**src/rtl/ifu_pkg.sv**
```systemverilog
package ifu_pkg;
    localparam int unsigned ADDR_W  = 32;
    localparam int unsigned INSN_W  = 32;
    localparam int unsigned OPC_W   = 6;
    localparam int unsigned IMM_W   = 16;
    localparam int unsigned JFLD_W  = 26;
    localparam logic [OPC_W-1:0] OPC_BEQ = 6'd4;
    localparam logic [OPC_W-1:0] OPC_JMP = 6'd2;

    typedef struct packed {
        logic [INSN_W-1:0] insn;
        logic [ADDR_W-1:0] addr;
        logic              valid;
    } fd_entry_t;

    localparam fd_entry_t FD_BUBBLE = '{insn: '0, addr: '0, valid: 1'b0};
endpackage

```
**src/rtl/ifu_resolve.sv**
```systemverilog
module ifu_resolve
    import ifu_pkg::*;
#(
    parameter int unsigned AW   = ADDR_W,
    parameter int unsigned IW   = INSN_W,
    parameter int unsigned IMW  = IMM_W,
    parameter int unsigned JW   = JFLD_W
) (
    input  logic [IW-1:0] insn_i,
    input  logic [AW-1:0] addr_i,
    input  logic          valid_i,
    input  logic [AW-1:0] opa_i,
    input  logic [AW-1:0] opb_i,
    output logic          redir_o,
    output logic [AW-1:0] tgt_o
);
    localparam int unsigned OP_LO  = IW - OPC_W;
    localparam int unsigned HI_W   = AW - JW - 2;
    localparam int unsigned EXT_W  = AW - IMW - 2;

    logic [OPC_W-1:0] opcode;
    logic [AW-1:0]    seq_addr;
    logic [AW-1:0]    disp;
    logic [AW-1:0]    br_tgt;
    logic [AW-1:0]    jmp_tgt;
    logic             is_beq;
    logic             is_jmp;

    always_comb begin
        opcode   = insn_i[IW-1:OP_LO];
        is_beq   = (opcode == OPC_BEQ);
        is_jmp   = (opcode == OPC_JMP);
        seq_addr = addr_i + AW'(4);
        disp     = {{EXT_W{insn_i[IMW-1]}}, insn_i[IMW-1:0], 2'b00};
        br_tgt   = seq_addr + disp;
        jmp_tgt  = {addr_i[AW-1 -: HI_W], insn_i[JW-1:0], 2'b00};
        redir_o  = valid_i & (is_jmp | (is_beq & (opa_i == opb_i)));
        tgt_o    = is_jmp ? jmp_tgt : br_tgt;
    end
endmodule

```
**src/rtl/ifu_next_pc.sv**
```systemverilog
module ifu_next_pc
    import ifu_pkg::*;
#(
    parameter int unsigned AW   = ADDR_W,
    parameter int unsigned STEP = 4
) (
    input  logic [AW-1:0] pc_i,
    input  logic          stall_i,
    input  logic          live_v_i,
    input  logic [AW-1:0] live_tgt_i,
    input  logic          held_v_i,
    input  logic [AW-1:0] held_tgt_i,
    output logic [AW-1:0] pc_o,
    output logic          held_v_o,
    output logic [AW-1:0] held_tgt_o,
    output logic          squash_o
);
    logic          want_v;
    logic [AW-1:0] want_tgt;

    always_comb begin
        want_v   = held_v_i | live_v_i;
        want_tgt = held_v_i ? held_tgt_i : live_tgt_i;
        if (stall_i) begin
            pc_o       = pc_i;
            squash_o   = 1'b0;
            held_v_o   = want_v;
            held_tgt_o = want_tgt;
        end else begin
            pc_o       = want_v ? want_tgt : pc_i + AW'(STEP);
            squash_o   = want_v;
            held_v_o   = 1'b0;
            held_tgt_o = '0;
        end
    end
endmodule

```
**src/rtl/ifu_fetch.sv**
```systemverilog
module ifu_fetch
    import ifu_pkg::*;
#(
    parameter int unsigned AW       = ADDR_W,
    parameter int unsigned IW       = INSN_W,
    parameter logic [31:0] RESET_PC = 32'h0
) (
    input  logic          clk,
    input  logic          rst,
    input  logic          stall_i,
    input  logic          flush_i,
    input  logic [AW-1:0] opa_i,
    input  logic [AW-1:0] opb_i,
    output logic [AW-1:0] imem_addr_o,
    input  logic [IW-1:0] imem_data_i,
    output logic [AW-1:0] pc_o,
    output logic [IW-1:0] fd_instr_o,
    output logic [AW-1:0] fd_pc_o,
    output logic          fd_valid_o
);
    typedef struct packed {
        logic [AW-1:0] pc;
        logic [IW-1:0] fd_insn;
        logic [AW-1:0] fd_addr;
        logic          fd_valid;
        logic          held_v;
        logic [AW-1:0] held_tgt;
    } state_t;

    localparam state_t ST_RESET = '{pc: AW'(RESET_PC), fd_insn: '0, fd_addr: '0,
                                    fd_valid: 1'b0, held_v: 1'b0, held_tgt: '0};

    state_t st_d, st_q;

    logic          live_v;
    logic [AW-1:0] live_tgt;
    logic [AW-1:0] pc_nxt;
    logic          held_v_nxt;
    logic [AW-1:0] held_tgt_nxt;
    logic          squash;

    ifu_resolve #(.AW(AW), .IW(IW)) u_resolve (
        .insn_i  (st_q.fd_insn),
        .addr_i  (st_q.fd_addr),
        .valid_i (st_q.fd_valid),
        .opa_i   (opa_i),
        .opb_i   (opb_i),
        .redir_o (live_v),
        .tgt_o   (live_tgt)
    );

    ifu_next_pc #(.AW(AW), .STEP(IW/8)) u_next (
        .pc_i       (st_q.pc),
        .stall_i    (stall_i),
        .live_v_i   (live_v),
        .live_tgt_i (live_tgt),
        .held_v_i   (st_q.held_v),
        .held_tgt_i (st_q.held_tgt),
        .pc_o       (pc_nxt),
        .held_v_o   (held_v_nxt),
        .held_tgt_o (held_tgt_nxt),
        .squash_o   (squash)
    );

    always_comb begin
        st_d          = st_q;
        st_d.pc       = pc_nxt;
        st_d.held_v   = held_v_nxt;
        st_d.held_tgt = held_tgt_nxt;
        if (flush_i || (!stall_i && squash)) begin
            st_d.fd_insn  = '0;
            st_d.fd_addr  = '0;
            st_d.fd_valid = 1'b0;
        end else if (!stall_i) begin
            st_d.fd_insn  = imem_data_i;
            st_d.fd_addr  = st_q.pc;
            st_d.fd_valid = 1'b1;
        end
        if (rst) begin
            st_d = ST_RESET;
        end
    end

    always_ff @(posedge clk) begin
        st_q <= st_d;
    end

    assign imem_addr_o = st_d.pc;
    assign pc_o        = st_q.pc;
    assign fd_instr_o  = st_q.fd_insn;
    assign fd_pc_o     = st_q.fd_addr;
    assign fd_valid_o  = st_q.fd_valid;


    addr_leads_pc_chk: assert property (@(posedge clk) disable iff (rst)
        1'b1 |=> (pc_o == $past(imem_addr_o)));


    stall_holds_pc_chk: assert property (@(posedge clk) disable iff (rst)
        stall_i |=> (pc_o == $past(pc_o)));


    stall_holds_fd_chk: assert property (@(posedge clk) disable iff (rst)
        (stall_i && !flush_i) |=> (fd_instr_o == $past(fd_instr_o) &&
                                   fd_valid_o == $past(fd_valid_o)));


    flush_bubble_chk: assert property (@(posedge clk) disable iff (rst)
        flush_i |=> (!fd_valid_o && fd_instr_o == '0));


    redirect_bubble_chk: assert property (@(posedge clk) disable iff (rst)
        (squash && !stall_i) |=> !fd_valid_o);


    held_release_chk: assert property (@(posedge clk) disable iff (rst)
        (st_q.held_v && !stall_i) |=> (!st_q.held_v && pc_o == $past(st_q.held_tgt)));
endmodule

```
**config.mk**
```make
export PLATFORM = sky130hd
export DESIGN_NAME = ifu_fetch
export DESIGN_NICKNAME = d
export VERILOG_FILES = /design/src/rtl/ifu_pkg.sv /design/src/rtl/ifu_resolve.sv /design/src/rtl/ifu_next_pc.sv /design/src/rtl/ifu_fetch.sv
export SDC_FILE = /design/constraint.sdc
export NUM_CORES = 1
export LEC_CHECK = 0
export BUFFER_PORTS_ARGS = -buffer_cell sky130_fd_sc_hd__buf_2
export CAP_MARGIN = 20
export CORE_MARGIN = 10
export CORE_UTILIZATION = 53
export CTS_BUF_LIST = sky130_fd_sc_hd__clkbuf_8
export CTS_CLUSTER_SIZE = 30
export DETAILED_ROUTE_END_ITERATION = 7
export PLACE_DENSITY = 0.87
export SLEW_MARGIN = 25
export SYNTH_ARGS = -nofsm -noshare
export SYNTH_HDL_FRONTEND = slang
export SYNTH_SLANG_ARGS = --single-unit
```
**constraint.sdc**
```tcl
create_clock -name clk -period 3.5 [get_ports clk]
set_clock_uncertainty 0.05 [all_clocks]
set_input_delay 0.175 -clock clk [delete_from_list [all_inputs] [get_ports clk]]
set_output_delay 0.175 -clock clk [all_outputs]
set_load 0.02 [all_outputs]
```
Word level (Yosys, flattened, before mapping)
Index checks and enable logic that the tools add are counted.
W data, S select, Z words.

storage, ports and cells
  flip-flop bits (word level) = 130
  latch bits = 0
  RAM bits = 0
  ROM bits = 0
  memories kept = 0

cells by class
  add/subtract/negate cells = 3
  multiply operators = 0
  divide/modulo/power cells = 0
  magnitude comparators = 0
  eq/ne operators = 3
  shift-type cells = 0
  multiplexer cells = 10
  bitwise operators = 5
  reduce and logical (&&, ||, !) cells = 5

operators by type and width
  operator                 number
  $mux W32                 5
  $mux W130                1
  $mux W65                 2
  $add A32 B3 Y32 const B  2
  $add A32 B32 Y32         1
  $eq A32 B32 Y1           1
  $eq A6 B2 Y1 const B     1
  $eq A6 B3 Y1 const B     1
  $reduce_or A2 Y1         2
  $and A1 B1 Y1            2
  $mux W1                  2
  $or A1 B1 Y1             2
  $logic_and A1 B1 Y1      1
  $logic_not A1 Y1         1
  $logic_or A1 B1 Y1       1
  $not A1 Y1               1

Logic depth before layout (Yosys ltp)
Gate-level depths: netlist (run 1).

  word-level depth = 10
  depth in mapped cells = 15
  gate-level depth less buffers = 15

Modules after synthesis
A second synthesis (run 1) with hierarchy kept.

second synthesis, totals
  cells, all modules = 1200
  area, all modules = 9562.9 um^2

modules (own cells, without submodules)
  module       times used  cells each  area an instance (um^2)  sequential area each (um^2)
  ifu_fetch    1           522         5061.1                   2602.5
  ifu_resolve  1           361         2582.5                   0.0
  ifu_next_pc  1           317         1919.3                   0.0

Worst setup path after synthesis (run 1)
No wires, ideal clock.

  kind = reg2reg
  start = register st_q (netlist bit fd_instr_o[15])
  end = register st_q (netlist bit pc_o[29])
  arrival = 3.290 ns
  data required time = 3.266 ns
  path slack = -0.024 ns
  stages on the path, launching flop included = 13
  path buffers = 1
  clock period less this slack = 3.524 ns
  cell sequence = dfxtp_1 -> ha_1 -> ha_1 -> clkbuf_1 -> a21o_1 -> a21o_1 -> a21o_1 -> a21o_1 -> nor2_1 -> a21boi_0 -> o211a_1 -> o31ai_1 -> a211oi_1

between the ends
  cells in the longest elaborated chain, start to end = 6

ends and longest elaborated chain
  item                    RTL line           source
  start, declared         ifu_fetch.sv:33    state_t st_d, st_q;
  start signal, assigned  ifu_fetch.sv:85    st_q <= st_d;
  $add A32 B32 Y32        ifu_resolve.sv:35  br_tgt = seq_addr + disp;
  $mux W32                ifu_resolve.sv:38  tgt_o = is_jmp ? jmp_tgt : br_tgt;
  $mux W32                ifu_next_pc.sv:23  want_tgt = held_v_i ? held_tgt_i : live_tgt_i;
  $mux W32                ifu_next_pc.sv:30  pc_o = want_v ? want_tgt : pc_i + AW'(STEP);
  $mux W32                ifu_next_pc.sv:24  if (stall_i) begin
  $mux W130               ifu_fetch.sv:79    if (rst) begin
  via imem_addr_o[29]     ifu_fetch.sv:14    output logic [AW-1:0] imem_addr_o,

The timed path passes the listed nets, and every way through them passes these cells.
A chain may end at the register's enable or synchronous reset.

Final worst setup path (run 1)
  start = register st_q (netlist bit fd_pc_o[5])
  end = output imem_addr_o[28]

between the ends
  cells in the longest elaborated chain, start to end = 7

ends and longest elaborated chain
  item              RTL line           source
  $add A32 B3 Y32   ifu_resolve.sv:33  seq_addr = addr_i + AW'(4);
  $add A32 B32 Y32  ifu_resolve.sv:35
  $mux W32          ifu_resolve.sv:38
  $mux W32          ifu_next_pc.sv:23
  $mux W32          ifu_next_pc.sv:30
  $mux W32          ifu_next_pc.sv:24
  $mux W130         ifu_fetch.sv:79
  end, declared     ifu_fetch.sv:14

Every way passes these cells.

==> results of run 1 <==
-- area by class of cell --
type | instances | area, sq um
clock inverter | 11 | 161
fill | 1075 | 4170
inverter | 24 | 90.1
multi-input combinational | 760 | 5900
antenna | 1 | 2.50
tap | 216 | 270
timing repair buffer | 370 | 2540
clock buffer | 20 | 275
sequential | 130 | 2650
-- power groups by stage --
stage                     registers [mW]  clock network, mW  logic (mW)
after floorplan                     1.55                  0       0.250
after global placement              1.55                  0       0.373
after detailed placement            1.55                  0       0.381
after CTS                           1.52               1.44       0.440
after global routing                1.52               1.51       0.519
final                               1.52               1.44       0.490
-- cell families after synthesis --
group / count (synthesis) / synth area share
simple gates: 352 / 0.195
compound gates: 226 / 0.163
buf+inv: 181 / 0.127
flops: 130 / 0.297
mux: 78 / 0.0893
fa+ha+maj: 59 / 0.0850
xor+xnor: 45 / 0.0449
-- synthesized netlist by cell type (8+ instances only) --
library cell and n:
inv_1 24, nor3_1 12, nor2b_1 10, mux2i_1 76
nand2b_1 8, a211oi_1 9, xor2_1 19, o21ai_0 56
a21o_1 15, or4_1 11, clkbuf_1 39, and2_1 10
nor2_1 138, and3_1 17, buf_2 9, nand4_1 16
a21oi_1 68, ha_1 58, o211ai_1 9, nand3_1 21
a31oi_1 21, buf_4 100, nand2_1 68, xnor2_1 26
dfxtp_1 130
-- through the flow --
stage	utilization	cell area, sq um
after floorplan	-	8770
after global placement	0.597	9580
after detailed placement	0.597	9580
after CTS	0.699	11200
after global routing	0.741	11900
final	0.741	11900
-- registers in the layout, indices dropped and copies added (netlist names) --
signal and cells:
fd_instr_o 32, st_q 33, fd_valid_o 1, pc_o 32, fd_pc_o 32
-- critical path: cells and delay by family, from the launching register on --
family | cells | cell delay (ps)
adders and majority gates | 2 | 480
AOI/OAI and AO/OA | 6 | 1030
and+or+nand+nor | 3 | 660
DFF | 1 | 380
buffers and inverters | 3 | 560
-- how the worst max path moves through the flow --
stage | startpoint | to | slack (ps) | depth (start not counted)
after floorplan | fd_instr_o[15] | imem_addr_o[30] | 30 | 11
after global placement | fd_instr_o[0] | imem_addr_o[29] | 90 | 16
after detailed placement | fd_pc_o[2] | imem_addr_o[29] | 4 | 16
after CTS | fd_instr_o[2] | imem_addr_o[28] | -180 | 14
after global routing | fd_pc_o[3] | imem_addr_o[7] | -370 | 19
final | fd_pc_o[5] | imem_addr_o[28] | -280 | 14
-- metal layers --
layer / up-vias / track usage / wire (um)
met1: 4339 / 0.332 / 12700
met3: 130 / 0.0583 / 3150
met5: - / 0 / 0
met2: 571 / 0.447 / 16300
li1: 4172 / - / -
met4: 0 / 0.100 / 1400
-- what timing repair did --
action / CTS / global route
pin swaps: 53 / 45
hold endpoints to repair: 32 / 0
endpoints found under the setup margin: 30 / 29
gates cloned: 1 / 2
resized for setup: 145 / 104
hold buffers: 32 / 0
setup buffers: 31 / 30
==> impl_metrics.env, run 1 <==
export IMPL_start_util=0.546
export IMPL_ys_types=63
export IMPL_grt_pass1_wl_um=47800
export IMPL_p_sw_frac=0.261
export IMPL_initialDrtViolationCount=1250
export IMPL_path_class="register to output port"
export IMPL_seqPwrFrac=0.441
export IMPL_cts_buffers=17
export IMPL_setup_viol=24
export IMPL_hold_start="flush_i"
export IMPL_grt_max_degree=54
export IMPL_finalHoldViolCount=0
export IMPL_ir_worst_vdd_mv=0.363
export IMPL_synthFlopType="dfxtp_1"
export IMPL_num_nets_final=1462
export IMPL_setup_slack_ps=-284
export IMPL_crit_chain="ha_4, ha_4, o211ai_1, o211ai_1, buf_4, a31o_4, a21oi_4, o311ai_4, buf_6, or4_1, nand4_1, or2_1, a31oi_1, buf_4"
export IMPL_r2r_start="fd_pc_o[5]"
export IMPL_io_buffers=228
export IMPL_final_cell_mix="202 x buf_2, 134 x nor2_1, 102 x buf_4, 101 x dfxtp_1, 75 x mux2i_1"
export IMPL_detail_route_antenna_nets=0
export IMPL_clk_pin_slew_ps=80
export IMPL_synthCells=1071
export IMPL_cp_start_kind="register"
export IMPL_tightest_slew_ps=1080
export IMPL_synth_top_area_share=0.297
export IMPL_ff2ff_setup_slack_ps=380
export IMPL_seq_area_frac_synth=0.297
export IMPL_die_h_um=149
export IMPL_cts_root_buf="clkbuf_8"
export IMPL_coreArea_sq_um=16100
export IMPL_worst_ep_arrival_time_ps=3560
export IMPL_cts_sinks=130
export IMPL_ios=229
export IMPL_wl_per_cell_um=21.9
export IMPL_grt_usage=0.269
export IMPL_via_count=9212
export IMPL_layout_commonest_cell="buf_2"
export IMPL_hold_class="input port to register"
export IMPL_tritoncts="done"
export IMPL_cts_max_path_buffers=2
export IMPL_finalPower_mw=3.45
export IMPL_async_flop_share=0
export IMPL_synthTopCellsByArea="dfxtp_1 30%, mux2i_1 8.7%, buf_4 8.6%, ha_1 8.3%, nor2_1 5.9%"
export IMPL_dp_hpwl_um=20900
export IMPL_synth_fp_nets=1230
export IMPL_violations="negative setup slack"
export IMPL_place_inst=1409
export IMPL_yosysTopAreaCell="dfxtp_1"
export IMPL_rsz0062_at_grt="yes"
export IMPL_p_int_mw=2.55
export IMPL_endpoint_kind="output port"
export IMPL_grt_pass1_vias=8820
export IMPL_synth_seq_cells=130
export IMPL_syn_area_per_cell_sq_um=8.19
export IMPL_area_delta_synth_final_pct=35.6
export IMPL_critPathSlowestCell="or4_1"
export IMPL_wl_um=33500
export IMPL_place_gp_congestion=0.923
export IMPL_grt_remaining_overflow=0
export IMPL_die_width_um=149
export IMPL_fin_crit_ps=3780
export IMPL_antenna_found_initial=1
export IMPL_holdPathStages=4
export IMPL_worstReg2RegEnd="st_q[28]"
export IMPL_whs_ps=180
export IMPL_status="finished, violations left"
export IMPL_total_leakage_power_nw=5.48
export IMPL_post_route_period_util=1.08
export IMPL_drc_errors=0
export IMPL_cap_viol_max_count=0
export IMPL_htreeDepth=4
export IMPL_yosys_warnings=0
export IMPL_clk_insertion_delay_late_ps=480
export IMPL_fp_row_count=46
export IMPL_dp_slack_ps=4.00
export IMPL_slew_headroom=0.281
export IMPL_via_per_inst=6.01
export IMPL_fmax_mhz=264
export IMPL_dieArea_sq_um=22100
export IMPL_finalMaxSlewViolations=0
export IMPL_stdcell_count=1532
export IMPL_comb_power_share=0.142
export IMPL_min_to="fd_pc_o[0]"
export IMPL_slowest_delay_ps=390
export IMPL_r2r_cells=14
export IMPL_netlist_area_sq_um=8770
export IMPL_clkPwrFrac=0.416
export IMPL_cp_required_ps=3270
export IMPL_fin_setup_tns_ps=-3280
export IMPL_p_sw_mw=0.898
export IMPL_p_per_area_nw_per_um2=290
export IMPL_crit_fanout=4
export IMPL_first_pass_iters=7
export IMPL_synth_edf_count=0
export IMPL_drive_above_1_share=0.391
(Power assumes the default switching activity.)
==> run 2, diff against run 1 <==
--- a/config.mk
+++ b/config.mk
@@ -8,11 +8,12 @@
 export BUFFER_PORTS_ARGS = -buffer_cell sky130_fd_sc_hd__buf_2
 export CAP_MARGIN = 20
 export CORE_MARGIN = 10
-export CORE_UTILIZATION = 53
+export CORE_UTILIZATION = 35
 export CTS_BUF_LIST = sky130_fd_sc_hd__clkbuf_8
 export CTS_CLUSTER_SIZE = 30
 export DETAILED_ROUTE_END_ITERATION = 7
-export PLACE_DENSITY = 0.87
+export PLACE_DENSITY = 0.64
+export RECOVER_POWER = 100
 export SLEW_MARGIN = 25
 export SYNTH_ARGS = -nofsm -noshare
 export SYNTH_HDL_FRONTEND = slang
==> constraint.sdc (replaced) <==
create_clock -name clk -period 4.6 [get_ports clk]
set_clock_uncertainty 0.05 [all_clocks]
set_input_delay 0.23 -clock clk [delete_from_list [all_inputs] [get_ports clk]]
set_output_delay 0.23 -clock clk [all_outputs]
set_load 0.02 [all_outputs]
==> impl_metrics.env, run 2 (same netlist as run 1, synthesis figures left out) <==
export IMPL_ios=229
export IMPL_start_util=0.358
export IMPL_grt_usage=0.178
export IMPL_wl_per_cell_um=18.9
export IMPL_r2r_cells=9
export IMPL_tightest_slew_ps=1950
export IMPL_die_h_um=178
export IMPL_finalHoldViolCount=0
export IMPL_largest_register_ffs=33
export IMPL_via_count=8027
export IMPL_cp_start_kind="register"
export IMPL_fp_row_count=57
export IMPL_fin_crit_ps=4280
export IMPL_ir_worst_vdd_mv=0.163
export IMPL_grt_max_degree=72
export IMPL_final_cell_mix="138 x nor2_1, 129 x dfxtp_1, 123 x clkbuf_1, 101 x buf_2, 76 x mux2i_1"
export IMPL_violations="max-capacitance violations, max-slew violations"
export IMPL_rsz0062_at_grt="no"
export IMPL_total_leakage_power_nw=4.28
export IMPL_setup_viol=0
export IMPL_p_sw_mw=0.699
export IMPL_post_route_period_util=0.930
export IMPL_clk_pin_slew_ps=80
export IMPL_cp_required_ps=4320
export IMPL_fmax_mhz=234
export IMPL_die_width_um=178
export IMPL_slew_headroom=-0.299
export IMPL_initialDrtViolationCount=393
export IMPL_holdPathStages=3
export IMPL_area_delta_synth_final_pct=13.8
export IMPL_tritoncts="done"
export IMPL_drc_errors=0
export IMPL_comb_power_share=0.117
export IMPL_crit_fanout=58
export IMPL_path_class="register to output port"
export IMPL_antenna_found_initial=0
export IMPL_p_int_mw=1.83
export IMPL_post_cts_buffers=0
export IMPL_cts_buffers=17
export IMPL_seqPwrFrac=0.459
export IMPL_htreeDepth=4
export IMPL_place_gp_congestion=0.892
export IMPL_placed_area_sq_um=9400
export IMPL_status="finished, violations left"
export IMPL_endpoint_kind="output port"
export IMPL_dieArea_sq_um=31800
export IMPL_via_per_inst=5.21
export IMPL_cap_viol_max_count=1
export IMPL_worst_ep_arrival_time_ps=4000
export IMPL_p_per_area_nw_per_um2=253
export IMPL_cts_root_buf="clkbuf_8"
export IMPL_fin_setup_tns_ps=0
export IMPL_antennaDiodeCount=0
export IMPL_cts_sinks=130
export IMPL_finalMaxSlewViolations=72
export IMPL_first_pass_iters=5
export IMPL_hold_class="input port to register"
export IMPL_dp_hpwl_um=22100
export IMPL_io_buffers=228
export IMPL_drive_above_1_share=0.131
export IMPL_regMostFlops="st_q"
export IMPL_cts_max_path_buffers=2
export IMPL_layout_commonest_cell="nor2_1"
export IMPL_grt_pass1_wl_um=44200
export IMPL_wl_um=29200
export IMPL_p_sw_frac=0.277
export IMPL_fin_area_sq_um=9970
export IMPL_grt_pass1_vias=7943
export IMPL_coreArea_sq_um=24500
export IMPL_clkPwrFrac=0.424
export IMPL_grt_remaining_overflow=0
export IMPL_clk_insertion_delay_late_ps=470
export IMPL_detail_route_antenna_nets=0
export IMPL_whs_ps=150
export IMPL_num_nets_final=1363
run 2: final timing paths:
kind / start / end / slack (ps)
max reg2reg: fd_instr_o[31] / fd_valid_o / 470
min reg2reg: st_q[28] / st_q[28] / 440
max: fd_instr_o[31] / imem_addr_o[27] / 320
min: flush_i / fd_pc_o[14] / 150
run 2: metal layers:
metal / up-vias / GRT usage / part of all wire
met5: - / 0 / 0
met4: 0 / 0.0455 / 0.015
met3: 29 / 0.0455 / 0.052
met2: 185 / 0.331 / 0.52
met1: 3841 / 0.197 / 0.41
li1: 3972 / - / -
run 2: power by group through the flow:
| stage | Sequential (mW) | Combinational, mW | Clock [mW] |
|---|---|---|---|
| 2_1_floorplan | 1.18 | 0.190 | 0 |
| 3_3_place_gp | 1.19 | 0.273 | 0 |
| 3_5_place_dp | 1.19 | 0.276 | 0 |
| 4_1_cts | 1.16 | 0.299 | 1.10 |
| 5_1_grt | 1.16 | 0.322 | 1.14 |
| 6_report | 1.16 | 0.295 | 1.07 |
run 2: repair_timing:
item                                    in CTS  in global routing
hold buffers                                32                  0
endpoints found under the hold margin       32                  0
gates resized for setup                      0                  3
endpoints found under the setup margin       0                  4
run 2: per-stage QoR:
stage,std cells,power [mW],util,setup WS [ps]
6_report,1541,2.53,0.408,324
5_1_grt,1541,2.63,0.408,6.51
4_1_cts,1541,2.56,0.415,162
3_5_place_dp,1477,1.46,0.384,683
3_3_place_gp,1477,1.46,0.384,732
2_1_floorplan,1071,1.37,-,1030
run 2: final cells by class:
class / count / area, sq um
clock buffers: 18 / 248
clock inverters: 14 / 176
fillers: 2583 / 14500
inverters: 24 / 90.1
multi-input cells: 760 / 5070
flip-flops and latches: 130 / 2600
well taps: 324 / 405
repair buffers: 271 / 1380
run 2: worst max-delay path: stages, from the launching register on:
cell	delay (ps)
dfxtp_1	360
or4_1	590
nor4_1	340
nand4_1	220
o221ai_4	320
buf_4	550
o21ai_0	210
or3_1	340
a21oi_1	150
a221o_1	170
clkbuf_1	250
==> run 3, diff against run 2 <==
--- a/config.mk
+++ b/config.mk
@@ -12,9 +12,10 @@
 export CTS_BUF_LIST = sky130_fd_sc_hd__clkbuf_8
 export CTS_CLUSTER_SIZE = 30
 export DETAILED_ROUTE_END_ITERATION = 7
-export PLACE_DENSITY = 0.64
+export PLACE_DENSITY = 0.63
 export RECOVER_POWER = 100
 export SLEW_MARGIN = 25
 export SYNTH_ARGS = -nofsm -noshare
 export SYNTH_HDL_FRONTEND = slang
+export SYNTH_HIERARCHICAL = 1
 export SYNTH_SLANG_ARGS = --single-unit
==> impl_metrics.env, run 3 <==
export IMPL_synthTopCellsByArea="dfxtp_1 27%, buf_4 7.7%, ha_1 7.6%, a21oi_1 6.4%, or3b_1 5.3%"
export IMPL_holdPathStages=3
export IMPL_finalMaxSlewViolations=0
export IMPL_regMostFlops="st_q"
export IMPL_crit_fanout=4
export IMPL_wl_met3_um=2520
export IMPL_total_leakage_power_nw=4.27
export IMPL_wl_met2_um=15600
export IMPL_final_cell_mix="131 x buf_2, 129 x nand2_1, 121 x a21oi_1, 120 x dfxtp_1, 94 x clkbuf_1"
export IMPL_fin_crit_ps=4460
export IMPL_area_delta_synth_final_pct=11.8
export IMPL_dieArea_sq_um=34300
export IMPL_worstReg2RegEnd="pc_o[29]"
export IMPL_place_inst=1614
export IMPL_cap_viol_max_count=0
export IMPL_worst_ep_arrival_time_ps=4180
export IMPL_synth_fp_nets=1359
export IMPL_cp_required_ps=4320
export IMPL_first_pass_iters=5
export IMPL_via_per_inst=5.34
export IMPL_dp_hpwl_um=23600
export IMPL_ir_worst_vdd_mv=0.192
export IMPL_start_util=0.355
export IMPL_r2r_cells=16
export IMPL_layout_commonest_cell="buf_2"
export IMPL_place_gp_congestion=0.915
export IMPL_tritoncts="done"
export IMPL_synthCells=1200
export IMPL_cp_start_kind="register"
export IMPL_fin_setup_tns_ps=0
export IMPL_clk_pin_slew_ps=90
export IMPL_hold_start="imem_data_i[5]"
export IMPL_cts_max_path_buffers=2
export IMPL_coreArea_sq_um=27000
export IMPL_cts_sinks=130
export IMPL_detail_route_antenna_nets=0
export IMPL_wl_um=31400
export IMPL_critPathSlowestCell="fa_2"
export IMPL_endpoint_kind="output port"
export IMPL_crit_buf_inv=1
export IMPL_ys_types=81
export IMPL_p_per_area_nw_per_um2=230
export IMPL_initialDrtViolationCount=704
export IMPL_status="finished, final reports clean"
export IMPL_tightest_slew_ps=980
export IMPL_fin_area_sq_um=10700
export IMPL_htreeDepth=4
export IMPL_drc_errors=0
export IMPL_yosysTopAreaCell="dfxtp_1"
export IMPL_top_layer="met4"
export IMPL_grt_remaining_overflow=0
export IMPL_synthFlopType="dfxtp_1"
export IMPL_synth_top_area_share=0.272
export IMPL_placed_area_sq_um=10200
export IMPL_grt_pass1_wl_um=47900
export IMPL_die_width_um=185
export IMPL_via_count=8817
export IMPL_syn_area_per_cell_sq_um=7.97
export IMPL_antenna_found_initial=0
export IMPL_min_to="fd_instr_o[5]"
export IMPL_antennaDiodeCount=0
export IMPL_grt_pass1_vias=8665
export IMPL_async_flop_share=0
export IMPL_post_route_period_util=0.969
export IMPL_fin_util=0.397
export IMPL_seq_area_frac_synth=0.272
export IMPL_stdcell_count=1650
export IMPL_r2r_start="fd_instr_o[1]"
export IMPL_fillers=2847
export IMPL_wl_per_cell_um=19.0
export IMPL_rsz0062_at_grt="yes"
export IMPL_slowest_delay_ps=400
export IMPL_drive_above_1_share=0.186
export IMPL_die_h_um=185
export IMPL_synth_seq_cells=130
export IMPL_wl_met1_um=12800
export IMPL_crit_chain="ha_1, ha_4, fa_2, a211oi_4, o21bai_4, a32oi_4, a2111oi_4, nor2_1, nor3_1, a31oi_1, o2111ai_1, o21a_1, a22oi_1, o21ai_1, or3_1, nor2b_1, buf_4"
export IMPL_cts_root_buf="clkbuf_8"
export IMPL_finalHoldViolCount=0
export IMPL_hold_class="input port to register"
export IMPL_num_nets_final=1455
export IMPL_yosys_warnings=6
export IMPL_grt_usage=0.176
export IMPL_path_class="register to output port"
export IMPL_io_buffers=228
export IMPL_fmax_mhz=224
export IMPL_ios=229
export IMPL_grt_max_degree=92
export IMPL_synth_common_cells="130 x dfxtp_1, 130 x nand2_1, 123 x a21oi_1"
export IMPL_synth_edf_count=0
export IMPL_clk_insertion_delay_late_ps=460
export IMPL_fp_row_count=60
export IMPL_ff2ff_setup_slack_ps=890
export IMPL_slew_headroom=0.347
export IMPL_netlist_area_sq_um=9560
export IMPL_setup_viol=0
export IMPL_cts_buffers=17
export IMPL_largest_register_ffs=33
export IMPL_path_delay_family="compound AO/OA/AOI/OAI gates"
-- run 3: cell types whose count changed after synthesis, sizes merged, moves of 11 or more --
cell	change
a21oi	+56
a31oi	-12
and3	-12
clkbuf	+15
mux2i	-44
nand2	+62
nor2	-62
nor2b	+58
o21ai	-13
or3b	+63
xnor2	+11
-- run 3: timing repair --
action                                  4_1_cts  5_1_grt
gates resized for setup                       4       47
hold buffers                                  0        0
pin swaps                                     2        8
buffers inserted                              1        3
endpoints found under the setup margin        7       13
-- run 3: worst max-delay path by stage --
stage	start	to	slack (ps)	depth (start not counted)
final	fd_instr_o[1]	imem_addr_o[29]	140	17
after floorplan	fd_instr_o[15]	imem_addr_o[24]	830	15
after detailed placement	fd_instr_o[1]	imem_addr_o[29]	300	17
after global placement	fd_instr_o[1]	imem_addr_o[29]	340	17
after CTS	fd_instr_o[13]	imem_addr_o[29]	40	16
after global routing	fd_instr_o[1]	imem_addr_o[23]	-80	16
-- run 3: logic make-up after synthesis --
| kind of cell | Yosys count | synth area share |
|---|---|---|
| xor gates and xnor gates | 54 | 0.0495 |
| and+or+nand+nor | 446 | 0.258 |
| muxes | 33 | 0.0347 |
| DFF | 130 | 0.272 |
| adders and majority gates | 59 | 0.0780 |
| AOI/OAI and AO/OA | 283 | 0.187 |
| buffers and inverters | 195 | 0.121 |
-- run 3: metrics by stage --
| stage | setup WS [ps] | hold WS, ps | power, mW |
|---|---|---|---|
| CTS | 35.7 | 34.3 | 2.49 |
| global route | -84.9 | 47.3 | 2.57 |
| floorplan | 828 | 398 | 1.38 |
| finish | 143 | 49.9 | 2.46 |
| global placement | 343 | 416 | 1.46 |
| detailed placement | 303 | 421 | 1.46 |
-- run 3: final cells by class --
| class | count | area, sq um | area share |
|---|---|---|---|
| inverters | 21 | 78.8 | 0.00737 |
| well taps | 341 | 427 | 0.0399 |
| clock buffers | 21 | 289 | 0.0270 |
| repair buffers | 251 | 1210 | 0.113 |
| flip-flops and latches | 130 | 2620 | 0.245 |
| multi-input cells | 875 | 5960 | 0.558 |
| clock inverters | 11 | 113 | 0.0105 |
-- run 3: worst register-to-register path: cells and delay by family, from the launching register on --
family	cells	cell delay (ps)
compound gates	9	1550
simple gates	4	710
flops	1	340
fa+ha+maj	3	930
-- run 3: per-layer routing --
layer / vias up / global-route usage
met5: - / 0
met4: 0 / 0.0439
met2: 290 / 0.308
li1: 4341 / -
met1: 4158 / 0.208
met3: 28 / 0.0451
-- run 3: power by group --
group / internal (mW) / leakage (nW) / switching, mW / total (mW)
combinational: 0.115 / 2.99 / 0.164 / 0.279
sequential: 1.14 / 1.06 / 0.0177 / 1.16
clock: 0.534 / 0.219 / 0.489 / 1.02
